--- src/rtl/ckfs_pkg.sv ---
package ckfs_pkg;
    typedef enum logic [1:0] {
        MODE_DEVRST = 2'd0,
        MODE_IDLE   = 2'd1,
        MODE_RUN    = 2'd2
    } ckfs_mode_e;
endpackage

--- src/rtl/ckfs_divider.sv ---
module ckfs_divider
    import ckfs_pkg::*;
#(
    parameter int DIV_W = 8
) (
    input  logic             clk,
    input  ckfs_mode_e       mode,
    input  logic [DIV_W-1:0] div_val,
    output logic             clkg_q,
    output logic             rise_q,
    output logic             rise_d,
    output logic             bypass
);
    localparam int HW = DIV_W + 1;

    typedef struct packed {
        logic [DIV_W-1:0] cnt;
        logic [DIV_W-1:0] div;
        logic             clkg;
        logic             rise;
        logic             run;
    } div_st_t;

    div_st_t st_d, st_q;
    logic [HW-1:0] high_len;

    always_comb begin
        st_d     = st_q;
        high_len = '0;
        unique case (mode)
            MODE_DEVRST: begin
                st_d.cnt  = '0;
                st_d.div  = '0;
                st_d.run  = 1'b0;
                st_d.clkg = ~st_q.clkg;
                st_d.rise = ~st_q.clkg;
            end
            MODE_RUN: begin
                if (!st_q.run || st_q.cnt == st_q.div) begin
                    st_d.cnt = '0;
                    st_d.div = div_val;
                end else begin
                    st_d.cnt = st_q.cnt + 1'b1;
                end
                st_d.run  = 1'b1;
                high_len  = ({1'b0, st_d.div} + HW'(1)) >> 1;
                st_d.clkg = ({1'b0, st_d.cnt} < high_len);
                st_d.rise = (st_d.cnt == '0);
            end
            default: begin
                st_d = '0;
            end
        endcase
    end

    always_ff @(posedge clk) begin
        st_q <= st_d;
    end

    assign clkg_q = st_q.clkg;
    assign rise_q = st_q.rise;
    assign rise_d = st_d.rise;
    assign bypass = st_q.run && (st_q.div == '0);

    AST_RST_TOGGLE: assert property (@(posedge clk)
        (mode == MODE_DEVRST) |=> (st_q.clkg != $past(st_q.clkg)));

    AST_IDLE_LOW: assert property (@(posedge clk) disable iff (mode == MODE_DEVRST)
        (mode == MODE_IDLE) |=> (!st_q.clkg && !st_q.rise));

    AST_STROBE_HIGH: assert property (@(posedge clk) disable iff (mode == MODE_DEVRST)
        (st_q.rise && st_q.div != '0) |-> st_q.clkg);

    AST_DIV_HOLD: assert property (@(posedge clk) disable iff (mode != MODE_RUN)
        (st_q.run && st_q.cnt != st_q.div) |=> (st_q.div == $past(st_q.div)));
endmodule

--- src/rtl/ckfs_frame.sv ---
module ckfs_frame
    import ckfs_pkg::*;
#(
    parameter int FRM_W = 8
) (
    input  logic             clk,
    input  ckfs_mode_e       mode,
    input  logic             frm_en,
    input  logic             tick,
    input  logic [FRM_W-1:0] per,
    input  logic [FRM_W-1:0] wid,
    output logic             fsg_q,
    output logic             fsg_rise_q
);
    typedef struct packed {
        logic [FRM_W-1:0] cnt;
        logic             first;
        logic             act;
        logic             fsg;
        logic             frise;
    } frm_st_t;

    frm_st_t st_d, st_q;

    always_comb begin
        st_d       = st_q;
        st_d.frise = 1'b0;
        if (mode != MODE_RUN || !frm_en) begin
            st_d.cnt   = '0;
            st_d.first = 1'b1;
            st_d.act   = 1'b0;
            st_d.fsg   = 1'b0;
        end else begin
            st_d.act = 1'b1;
            if (st_q.act && tick) begin
                if (st_q.cnt == per) begin
                    st_d.cnt   = '0;
                    st_d.first = 1'b0;
                end else begin
                    st_d.cnt = st_q.cnt + 1'b1;
                end
                st_d.fsg = !st_d.first && (st_d.cnt <= wid);
            end
            st_d.frise = st_d.fsg && !st_q.fsg;
        end
    end

    always_ff @(posedge clk) begin
        st_q <= st_d;
    end

    assign fsg_q      = st_q.fsg;
    assign fsg_rise_q = st_q.frise;

    AST_FRST_OFF: assert property (@(posedge clk) disable iff (mode == MODE_DEVRST)
        (!frm_en) |=> !st_q.fsg);

    AST_FSG_RISE_HI: assert property (@(posedge clk) disable iff (mode == MODE_DEVRST)
        st_q.frise |-> (st_q.fsg && !$past(st_q.fsg)));
endmodule

--- src/rtl/ckfs_gen.sv ---
module ckfs_gen
    import ckfs_pkg::*;
#(
    parameter int DIV_W = 8,
    parameter int FRM_W = 8
) (
    input  logic             clk,
    input  logic             dev_rst,
    input  logic             gen_en,
    input  logic             frm_en,
    input  logic [DIV_W-1:0] div_val,
    input  logic [FRM_W-1:0] frm_per,
    input  logic [FRM_W-1:0] frm_wid,
    output logic             clkg,
    output logic             clkg_rise,
    output logic             fsg,
    output logic             fsg_rise
);
    ckfs_mode_e mode;
    logic       clkg_q;
    logic       rise_next;
    logic       bypass;

    always_comb begin
        if (dev_rst)     mode = MODE_DEVRST;
        else if (gen_en) mode = MODE_RUN;
        else             mode = MODE_IDLE;
    end

    ckfs_divider #(.DIV_W(DIV_W)) u_div (
        .clk     (clk),
        .mode    (mode),
        .div_val (div_val),
        .clkg_q  (clkg_q),
        .rise_q  (clkg_rise),
        .rise_d  (rise_next),
        .bypass  (bypass)
    );

    ckfs_frame #(.FRM_W(FRM_W)) u_frm (
        .clk        (clk),
        .mode       (mode),
        .frm_en     (frm_en),
        .tick       (rise_next),
        .per        (frm_per),
        .wid        (frm_wid),
        .fsg_q      (fsg),
        .fsg_rise_q (fsg_rise)
    );

    assign clkg = bypass ? clk : clkg_q;

    AST_RST_FSG_LOW: assert property (@(posedge clk)
        dev_rst |=> (!fsg && !fsg_rise));

    AST_FSG_ON_CLKG: assert property (@(posedge clk) disable iff (dev_rst)
        $rose(fsg) |-> clkg_rise);
endmodule

--- config.mk ---
export PLATFORM = sky130hd
export DESIGN_NAME = ckfs_gen
export DESIGN_NICKNAME = d
export VERILOG_FILES = /design/src/rtl/ckfs_pkg.sv /design/src/rtl/ckfs_divider.sv /design/src/rtl/ckfs_frame.sv /design/src/rtl/ckfs_gen.sv
export SDC_FILE = /design/constraint.sdc
export NUM_CORES = 1
export LEC_CHECK = 0
export ABC_AREA = 1
export BUFFER_PORTS_ARGS = -buffer_cell sky130_fd_sc_hd__buf_2
export CORE_MARGIN = 2
export CORE_UTILIZATION = 38
export CTS_CLUSTER_DIAMETER = 200
export DETAILED_ROUTE_END_ITERATION = 6
export GPL_ROUTABILITY_DRIVEN = 0
export MAX_ROUTING_LAYER = met4
export PLACE_DENSITY = 0.55
export SYNTH_ARGS = -nofsm -noshare
export SYNTH_HDL_FRONTEND = slang
export SYNTH_SLANG_ARGS = --single-unit
--- constraint.sdc ---
create_clock -name clk -period 9.2 [get_ports clk]
set_clock_uncertainty 0.2 [all_clocks]
set_input_delay 0.92 -clock clk [delete_from_list [all_inputs] [get_ports clk]]
set_output_delay 0.92 -clock clk [all_outputs]
set_load 0.005 [all_outputs]
==> results.md <==
- Std cell rows: 28
- Hold slack: 0.2687 ns
- Logic pwr share: 15.0%
- Unrepaired setup endpoints after global routing: false
- YS warnings: 0
- Synthesized area: 2263 um^2
- Critical path's top delay family: buffers and inverters
- Crit path top cell by count: clkbuf_8
- Synth top area cells: dfxtp_1, nand2_1, ha_1, inv_1, nor2_1
- Seq pwr share: 40.6%
- Met3 Wirelength: 190 um
- N_diodes: 0
- Post-synth top area share: 27.42%
- Number of global-route vias before repair: 1,948
- MaxCap Viol Count: 0
- Most frequent cell after synthesis: nand2_1
- Peak supply drop: 0.05724 mV
- Drt initial violations: 77
- Post-CTS Setup Bufs: 0
- Pin count of the biggest net entering global routing: 19
- Worst Path Max Fanout: 2
- Worst min path class: reg2reg
- Synth cell types: 33
- CTS resizes: 0
- Crit path largest cell delay: 0.24 ns
- Nets: 424
- TritonRoute pass-1 iters: 5
- Met2 wire length: 2.341 mm
- Number of hold buffers added after cts: 0
- Final hold vios: 0
- Area growth syn-to-layout: 14.87%
- Clock transition at the registers of the reported paths: 0.07 ns
- # DRC: 0
- Hpwl dp: 3.873 mm
- CP Capture Type: primary output
- Synth top cells by count: nand2_1, inv_1, nor2_1
- Mapped Avg Cell Area: 6.599 um^2
- Synthesized instance count: 343
- Worst-skew pair later-pin latency: 0.39 ns
- Synth Flop Type: dfxtp_1
- CP startpoint kind: clock port
- Worst path bufs/invs: 3
- Initial antenna violation count: 0
- DIE AREA: 6589 um^2
- GRT Overall Usage: 17.65%
- Worst-margin pin slew: 0.8649 ns
- Sw Pwr: 0.09247 mW
- M1 wire length: 2.301 mm
- Leakage Power: 1.432 nW
- Crit path required time: 8.08 ns
- Number of enable flip-flop cells after synthesis: 0
- IO Pins: 32
- Via count: 2,091
- Final slew viol count: 0
- Setup violators final: 0
- CTS tree: yes
- Wire length per cell: 10.88 um
- Sw Ratio: 26.56%
- Sequential share of the synthesized area: 27.42%
- Starting Density: 38.69%
- Arrival time worst endpoint: 5.19 ns
- Outcome: finished clean
- Syn_nets: 389
- PortBufs: 31
- Routed wire length: 4.941 mm
- Core area: 5851 um^2
- Die H: 81.18 um
- #FFs+latches synth: 31
- Synth async-reset ratio: 0%
- Type of the worst setup path: clk2out
- Slew HR: 42.13%
- Setup_tns: 0 ns
- Congestion Overflow GR: 0
- PD cells: 133.9 nW/um^2
- Sequence of cells on the critical path: clkbuf_8 > clkbuf_8 > mux2_2 > buf_2
- CP max-delay cell: mux2_2
- DR vias/cell: 4.606
- Fill count: 636
- Post-route ant nets: 0
- Share of cells above drive strength 1: 16.09%
- Top Layer Used: met4
- Die W: 81.18 um
- Leading area contributor after synthesis: dfxtp_1
- Clock network fraction of design power: 44.4%
- Cell internal pwr: 0.2557 mW
- First-pass GRT wire length: 8.473 mm
[cells in the final DEF, fill, tap and decap left out, types with 4 or more instances in the layout]
cell,instances
a21oi_1,13
buf_2,31
clkbuf_8,10
dfxtp_1,31
ha_1,18
inv_1,58
nand2_1,84
nand2_2,4
nand2_4,4
nand3_1,18
nor2_1,48
nor3_1,5
nor4_1,4
o21ai_0,7
o21ai_1,4
xnor2_1,9
xor2_1,8
[per-layer routing]
metal	GRT usage [%]	up-vias
met3	4.333	9
li1	-	1133
met4	9.831	0
met1	19.91	908
met5	-	-
met2	28.60	41
[state kept, by name, indices dropped and copies added, names as in the netlist]
register,cells
u_div.st_q,17
u_frm.st_q,10
u_div.clkg_q,1
u_div.rise_q,1
u_frm.fsg_q,1
u_frm.fsg_rise_q,1
[area by class of cell]
class                      count  area [um^2]  area share [%]
sequential                    31        620.6           23.87
tap                           75        93.84           3.609
inverter                      60        225.2           8.662
multi-input combinational    246         1364           52.45
clock buffer                  12        146.4           5.630
timing repair buffer          30        150.1           5.775
[cell families after synthesis]
| logic type | synth area share [%] |
|---|---|
| and+or+nand+nor | 36.48 |
| buffers and inverters | 12.33 |
| DFF | 27.42 |
| AOI/OAI and AO/OA | 6.744 |
| adders and majority gates | 9.950 |
| xor gates and xnor gates | 6.579 |
| muxes | 0.4975 |
[power by group through the flow]
stage / Clock [mW] / Combinational, mW / Sequential, mW
after floorplan: 0.00122 / 0.0404 / 0.143
after global placement: 0.00196 / 0.0529 / 0.144
after detailed placement: 0.00196 / 0.0530 / 0.144
after CTS: 0.159 / 0.0532 / 0.141
after global routing: 0.167 / 0.0599 / 0.142
final: 0.155 / 0.0521 / 0.141
[final timing paths]
path,startpoint,to,slack [ns],cells past startpoint
setup / recovery,clk,clkg,2.89,4
hold / removal,u_frm.st_q[3],u_frm.st_q[3],0.27,2
setup reg to reg,u_div.st_q[16],u_div.clkg_q,5.96,19
hold reg to reg,u_frm.st_q[3],u_frm.st_q[3],0.27,2
[worst min-delay path: cells and delay by family (launching register included)]
kind / cells / cell delay [ns]
flip-flops: 1 / 0.33
AND/OR/NAND/NOR: 2 / 0.12
[through the flow]
step | cell area, um^2 | setup slack [ns] | power [mW] | cells | utilization (%)
floorplan | 2263 | 3.228 | 0.1846 | 343 | -
global placement | 2459 | 3.127 | 0.1992 | 443 | 42.02
detailed placement | 2459 | 3.127 | 0.1993 | 443 | 42.02
CTS | 2600 | 2.877 | 0.3539 | 454 | 44.44
global route | 2600 | 2.872 | 0.3683 | 454 | 44.44
finish | 2600 | 2.887 | 0.3481 | 454 | 44.44
Note: power is estimated with default switching activity, not from simulation.
